**src/rtl/halfband_decim4.sv**
```systemverilog
module halfband_decim4 #(
  parameter int IW = 24,
  parameter int OW = 24
) (
  input  logic                 clk,
  input  logic                 rst_n,
  input  logic                 clr,
  input  logic                 in_valid,
  input  logic signed [IW-1:0] in_data,
  output logic                 out_valid,
  output logic signed [OW-1:0] out_data
);

  localparam int N1  = 11;
  localparam int N2  = 15;
  localparam int SH1 = 9;
  localparam int SH2 = 23;
  localparam int AW1 = ((IW > OW) ? IW : OW) + 12;
  localparam int AW2 = OW + 26;
  localparam int CW1 = $clog2(N1);
  localparam int CW2 = $clog2(N2);
  localparam logic signed [AW1-1:0] HI1 = {{(AW1-OW+1){1'b0}}, {(OW-1){1'b1}}};
  localparam logic signed [AW1-1:0] LO1 = ~HI1;
  localparam logic signed [AW2-1:0] HI2 = {{(AW2-OW+1){1'b0}}, {(OW-1){1'b1}}};
  localparam logic signed [AW2-1:0] LO2 = ~HI2;

  logic signed [IW-1:0]  d1 [N1-1];
  logic        [CW1-1:0] n1;
  logic                  ph1;
  logic signed [AW1-1:0] acc1, rnd1;
  logic signed [OW-1:0]  sat1, q1;
  logic                  v1;

  logic signed [OW-1:0]  d2 [N2-1];
  logic        [CW2-1:0] n2;
  logic                  ph2;
  logic signed [AW2-1:0] acc2, rnd2;
  logic signed [OW-1:0]  sat2;

  wire fire1 = in_valid && ph1 && (n1 == CW1'(N1-1));
  wire fire2 = v1 && ph2 && (n2 == CW2'(N2-1));

  assign acc1 = AW1'(3)   * (AW1'(in_data) + AW1'(d1[9]))
              - AW1'(25)  * (AW1'(d1[1])   + AW1'(d1[7]))
              + AW1'(150) * (AW1'(d1[3])   + AW1'(d1[5]))
              + AW1'(256) *  AW1'(d1[4]);
  assign rnd1 = (acc1 + (AW1'(1) <<< (SH1-1))) >>> SH1;
  assign sat1 = (rnd1 > HI1) ? HI1[OW-1:0] : (rnd1 < LO1) ? LO1[OW-1:0] : rnd1[OW-1:0];

  assign acc2 = AW2'(4194304) *  AW2'(d2[6])
              - AW2'(10944)   * (AW2'(q1)    + AW2'(d2[13]))
              + AW2'(103807)  * (AW2'(d2[1]) + AW2'(d2[11]))
              - AW2'(507903)  * (AW2'(d2[3]) + AW2'(d2[9]))
              + AW2'(2512192) * (AW2'(d2[5]) + AW2'(d2[7]));
  assign rnd2 = (acc2 + (AW2'(1) <<< (SH2-1))) >>> SH2;
  assign sat2 = (rnd2 > HI2) ? HI2[OW-1:0] : (rnd2 < LO2) ? LO2[OW-1:0] : rnd2[OW-1:0];

  always_ff @(posedge clk or negedge rst_n) begin
    if (!rst_n) begin
      for (int i = 0; i < N1-1; i++) d1[i] <= '0;
      n1  <= '0;
      ph1 <= 1'b0;
      v1  <= 1'b0;
      q1  <= '0;
    end else if (clr) begin
      for (int i = 0; i < N1-1; i++) d1[i] <= '0;
      n1  <= '0;
      ph1 <= 1'b0;
      v1  <= 1'b0;
    end else begin
      v1 <= fire1;
      if (fire1) q1 <= sat1;
      if (in_valid) begin
        d1[0] <= in_data;
        for (int i = 1; i < N1-1; i++) d1[i] <= d1[i-1];
        ph1 <= ~ph1;
        if (n1 != CW1'(N1-1)) n1 <= n1 + 1'b1;
      end
    end
  end

  always_ff @(posedge clk or negedge rst_n) begin
    if (!rst_n) begin
      for (int i = 0; i < N2-1; i++) d2[i] <= '0;
      n2        <= '0;
      ph2       <= 1'b0;
      out_valid <= 1'b0;
      out_data  <= '0;
    end else if (clr) begin
      for (int i = 0; i < N2-1; i++) d2[i] <= '0;
      n2        <= '0;
      ph2       <= 1'b0;
      out_valid <= 1'b0;
    end else begin
      out_valid <= fire2;
      if (fire2) out_data <= sat2;
      if (v1) begin
        d2[0] <= q1;
        for (int i = 1; i < N2-1; i++) d2[i] <= d2[i-1];
        ph2 <= ~ph2;
        if (n2 != CW2'(N2-1)) n2 <= n2 + 1'b1;
      end
    end
  end

endmodule


```
**config.mk**
```make
export PLATFORM = sky130hd
export DESIGN_NAME = halfband_decim4
export DESIGN_NICKNAME = d
export VERILOG_FILES = /design/src/rtl/halfband_decim4.sv
export SDC_FILE = /design/constraint.sdc
export NUM_CORES = 2
export LEC_CHECK = 0
export ABC_AREA = 0
export BUFFER_PORTS_ARGS = -buffer_cell sky130_fd_sc_hd__buf_4
export CELL_PAD_IN_SITES_DETAIL_PLACEMENT = 0
export CELL_PAD_IN_SITES_GLOBAL_PLACEMENT = 1
export CORE_MARGIN = 4
export CORE_UTILIZATION = 50
export CTS_CLUSTER_SIZE = 20
export DETAILED_ROUTE_END_ITERATION = 7
export GPL_TIMING_DRIVEN = 0
export PLACE_DENSITY = 0.77
export SYNTH_ARGS = -nofsm -noshare
export SYNTH_HDL_FRONTEND = slang
export SYNTH_SLANG_ARGS = --single-unit
```
**constraint.sdc**
```tcl
create_clock -name clk -period 16.6 [get_ports clk]
set_clock_uncertainty 0.05 [all_clocks]
set_input_delay 3.32 -clock clk [delete_from_list [all_inputs] [get_ports clk]]
set_output_delay 3.32 -clock clk [all_outputs]
set_load 0.01 [all_outputs]
```
## After elaboration in Yosys (flattened, before gate mapping)

Index checks and enable logic that the tools add are counted.

- Output and inout bits: 25
- Flip-flop bits (word level): 636
- Input port bits: 28

- Equal/unequal tests: 4
- Muxes and demuxes: 20
- Magnitude comparators: 4
- Multiply operators: 7
- Reduce and logical (&&, ||, !) cells: 12
- Add/subtract/negate cells: 18
- Bitwise gates (word level): 3

Operators with widths:

| operator | count |
|---|---|
| 336-bit 2-to-1 mux | 2 |
| 240-bit 2-to-1 mux | 2 |
| 24-bit by 24-bit adder with 25-bit output | 7 |
| 24-bit 2-to-1 mux | 4 |
| 27-bit by 24-bit > comparator with 1-bit output, second input constant | 2 |
| 27-bit by 24-bit < comparator with 1-bit output, second input constant | 2 |
| 49-bit by 48-bit adder with 50-bit output | 1 |
| 50-bit by 24-bit adder with 50-bit output, second input constant | 1 |
| 48-bit by 45-bit subtractor with 49-bit output | 1 |
| 47-bit by 43-bit adder with 48-bit output | 1 |
| 46-bit by 40-bit subtractor with 47-bit output | 1 |
| 20-bit by 25-bit multiplier with 45-bit output, first input constant | 1 |
| 18-bit by 25-bit multiplier with 43-bit output, first input constant | 1 |
| 17-bit by 25-bit multiplier with 42-bit output, first input constant | 1 |
| 35-bit by 32-bit adder with 36-bit output | 1 |
| 36-bit by 10-bit adder with 36-bit output, second input constant | 1 |
| 32-bit by 34-bit adder with 35-bit output | 1 |
| 9-bit by 25-bit multiplier with 34-bit output, first input constant | 1 |
| 8-bit by 25-bit multiplier with 33-bit output, first input constant | 1 |
| 28-bit by 31-bit subtractor with 32-bit output | 1 |
| 6-bit by 25-bit multiplier with 31-bit output, first input constant | 1 |
| 3-bit by 25-bit multiplier with 28-bit output, first input constant | 1 |
| 4-bit 2-to-1 mux | 6 |
| 4-bit by 1-bit adder with 4-bit output, second input constant | 2 |
| other kinds (7) | 25 |

## Logic depth before layout (Yosys ltp)

- Depth after elaboration: 10
- Gate-level depth with buffers: 61

## Worst setup path after synthesis

No wires, ideal clock.

- Path kind: reg-to-reg
- From: reg d2[144] in the netlist's numbering
- To: reg out_data[8]
- Data required time: 16424 ps
- Setup time: 126 ps
- Arrival time: 13288 ps
- Cell stages (with the launch flop): 51
- Slack: 3136 ps
- Period minus slack after synthesis: 13464 ps
- Path through: dfrtp_1 > ha_1 > inv_1 > fa_1 > nor2b_1 > o21ai_0 > a21boi_0 > o21ai_1 > a21oi_1 > and2_1 > o21ai_0 > a21boi_0 > ha_1 > ha_1 > fa_1 > inv_1 > fa_1 > fa_1 > [... 15 more ...] > fa_1 > inv_1 > fa_1 > fa_1 > inv_1 > ha_1 > ha_1 > o211ai_1 > nor4_2 > nor3_2 > o31ai_4 > a31oi_2 > a21oi_1 > nor3_1 > o21ai_2 > o21ai_1 > buf_2 > a221o_1

- Longest elaborated chain between the ends: 7
- Elaborated cells on any way between the ends: 8
- Those cells by class: 3 x add/sub; 1 x mul; 2 x order compare; 2 x mux

RTL lines:

| item | line | text |
|---|---|---|
| start: declaration | 34 | `logic signed [OW-1:0] d2 [N2-1];` |
| 24-bit by 24-bit adder with 25-bit output * | 54 | `+ AW2'(2512192) * (AW2'(d2[5]) + AW2'(d2[7]));` |
| 17-bit by 25-bit multiplier with 42-bit output * | 54 |  |
| 49-bit by 48-bit adder with 50-bit output * | 54 |  |
| 50-bit by 24-bit adder with 50-bit output * | 55 | `assign rnd2 = (acc2 + (AW2'(1) <<< (SH2-1))) >>> SH2;` |
| 27-bit by 24-bit < comparator with 1-bit output | 56 | `assign sat2 = (rnd2 > HI2) ? HI2[OW-1:0] : (rnd2 < LO2) ? LO2[OW-1:0] : rnd2[OW-1:0];` |
| 24-bit 2-to-1 mux | 56 |  |
| 24-bit 2-to-1 mux * | 56 |  |
| end signal: assignment | 96 | `if (fire2) out_data <= sat2;` |
| end: declaration | 11 | `output logic signed [OW-1:0] out_data` |

Every way passes the cells marked *; elsewhere a longest branch is shown, timed or not.
A chain may end at the register's enable or synchronous reset.

## Final worst setup path

- From: reg d2[145] in the netlist's numbering
- To: reg out_data[5]

The elaborated chain is that of the path after synthesis.

==> metrics.txt <==
final period utilization 0.959; Root Buffer clkbuf_16; number of antenna violations at the first check in global routing 2; Synth area leaders fa_1 (29%), dfrtp_1 (20%), ha_1 (17%), inv_1 (7.8%), mux2i_1 (7.3%); FF-to-FF path depth 51; post-CTS setup repair buffer count 0; Layout Cells excl Fill 9855; Slew @ Worst Pin 1.40 ns; Clock Tree Buf Depth 3; Most Frequent Cell on Critical Path fa_1; asr flop ratio synth 1.00; Setup crit start kind register; slowest stage delay, CP 0.67 ns; status finished, final reports clean; Clock Latency Late Sink 0.69 ns; hold_buf cts 0; vias per inst 5.28; 1st-pass router iterations 5; Worst Hold Class register to register; synthesis-to-layout area growth 7.43%; pre-CTS setup slack 0.0900 ns; most common cell after layout, fill and taps aside inv_1; pwr dens 50.2 mW/mm^2; most frequent cells in the layout inv_1 (1635), fa_1 (1148), ha_1 (1099), nor2_1 (758), dfrtp_1 (636); YS warnings 0; CP endpoint out_data[5]; main flop type after synthesis dfrtp_1; share of the synthesized area in the top cell type 0.291; Reg2Reg Setup Slack 0.68 ns; CP max stage cell xnor2_2; r2r endpoint out_data[5]; GP Congestion 0.953; syn nets 9872; Fmax achieved 62.8 MHz; r2r startpoint d2[145]; pin count of the biggest net entering global routing 115; Synth Instances 7597; largest area contributor in the netlist fa_1; Die Span X 405 um; Worst Setup SP d2[145]; WL/cell 20.6 um; vias in the first global route 54581; DRT antenna net count 0; EDFF count, synth 0; Clock transition at path regs 0.06 ns; Rows 145; die area 0.164 mm^2; final hold violation count 0; 1st-iter DRT viols 2967; layout cell share with drive strength beyond 1 0.0327; htree depth 3; first-pass GRT wire length 319 mm; die height 405 um; Synth cell types 84; # DRC 0; worst-path maximum fanout 10; CP required 17.09 ns; Arrival @ worst endpoint 16.41 ns; IO Pins 53; Syn Area/Cell 10.4 um^2; count of final setup violators 0; area of the core 0.157 mm^2; Tot GR Track Use 0.253; gr ovfl total 0; Critical Path Sink Type register; final WL 203 mm; Tmin final 15.92 ns; register area share after synthesis 0.202; Max Slew Vio Count 0; nets 10011; Sink Count 636; TritonCTS Buffers 74; CTS tree done; Rel. slew slack 0.0609; Starting Density 0.504; worst setup margin 0.681 ns; port buffer count 52; maxcap violations 0; DPL Wire Length 176 mm; #FFs+latches synth 636; via count 51995; post-CTS sizing 0; VDD IR-drop max 0.0760 mV; LEAKAGE 43.6 nW; post-synth design cell area 0.0789 mm^2; placed insts 9716; RSZ-0062 raised after global routing no; Worst Setup Path Type register to register
## worst max-delay path, delay by kind of cell, from the launching register on
| kind | cells | cell delay [ns] |
|---|---|---|
| AOI/OAI and AO/OA | 18 | 3.97 |
| adders and majority gates | 18 | 8.01 |
| xor gates and xnor gates | 1 | 0.67 |
| DFF | 1 | 0.44 |
| and+or+nand+nor | 8 | 2.00 |
| buffers and inverters | 6 | 0.60 |
## area by class of cell
class | count | area, um^2
inverter | 1637 | 6150
buffer | 160 | 638
timing repair buffer | 63 | 632
tap | 2058 | 2570
multi-input combinational | 5164 | 56300
clock inverter | 27 | 389
fill | 13953 | 71800
clock buffer | 107 | 2170
antenna | 3 | 7.51
sequential | 636 | 15900
## power breakdown
group / switching, mW / internal (mW)
logic: 0.580 / 0.401
registers: 0.00890 / 1.56
clock network: 0.713 / 0.986
## Yosys cell counts (46+ instances only)
library cell and count:
dfrtp_1 636, xor2_1 116, inv_1 1636, buf_1 69, fa_1 1148, ha_1 1099
nand2_1 118, clkbuf_1 81, a21o_1 93, nand2b_1 51, mux2i_1 578, nor3_1 57
nor2_1 758, nor2b_1 46, xnor2_1 242, nand3_1 55, a21oi_1 222, o21ai_0 121
## per-stage QoR
| step | power, mW | instance area, um^2 | setup TNS [ns] | util | hold WS, ns |
|---|---|---|---|---|---|
| 2_1_floorplan | 2.31 | 78900 | 0 | - | 0.424 |
| 3_3_place_gp | 2.56 | 81800 | -3.15 | 0.523 | 0.426 |
| 3_5_place_dp | 2.58 | 82100 | 0 | 0.524 | 0.455 |
| 4_1_cts | 4.30 | 84600 | 0 | 0.541 | 0.465 |
| 5_1_grt | 4.47 | 84700 | 0 | 0.541 | 0.478 |
| 6_report | 4.25 | 84700 | 0 | 0.541 | 0.455 |
## how the worst min path moves through the flow
stage / from / end / slack [ns] / cells after the start
after global routing: out_data[11] / out_data[11] / 0.48 / 1
after detailed placement: d2[322] / d2[298] / 0.45 / 2
after CTS: d2[328] / d2[304] / 0.46 / 2
final: d2[328] / d2[304] / 0.45 / 2
after global placement: out_data[23] / out_data[23] / 0.43 / 1
after floorplan: q1[23] / q1[23] / 0.42 / 2
## registers in the layout (all words and copies together) (netlist names)
signal,count
ph2,1
d2,336
q1,24
v1,1
ph1,1
out_valid,1
n2,4
n1,4
d1,240
out_data,24
## kinds of logic (layout without fill, tap and decap cells)
| family | count (synthesis) | after routing | share of synthesized area |
|---|---|---|---|
| multiplexers | 580 | 580 | 0.0736 |
| AO/OA/AOI/OAI | 748 | 748 | 0.0641 |
| buffers and inverters | 1797 | 1994 | 0.0860 |
| adder cells (fa/ha/maj) | 2247 | 2247 | 0.466 |
| XOR/XNOR | 358 | 358 | 0.0398 |
| AND/OR/NAND/NOR | 1230 | 1230 | 0.0690 |
| flip-flops | 636 | 636 | 0.202 |
| other | 1 | 4 | 0.0000475 |
## per-layer routing
layer / global-route usage / share of wire
met5: 0 / 0
met4: 0.0597 / 0.025
met3: 0.0294 / 0.040
met2: 0.420 / 0.48
met1: 0.358 / 0.46
Note: power is estimated with default switching activity, not from simulation.
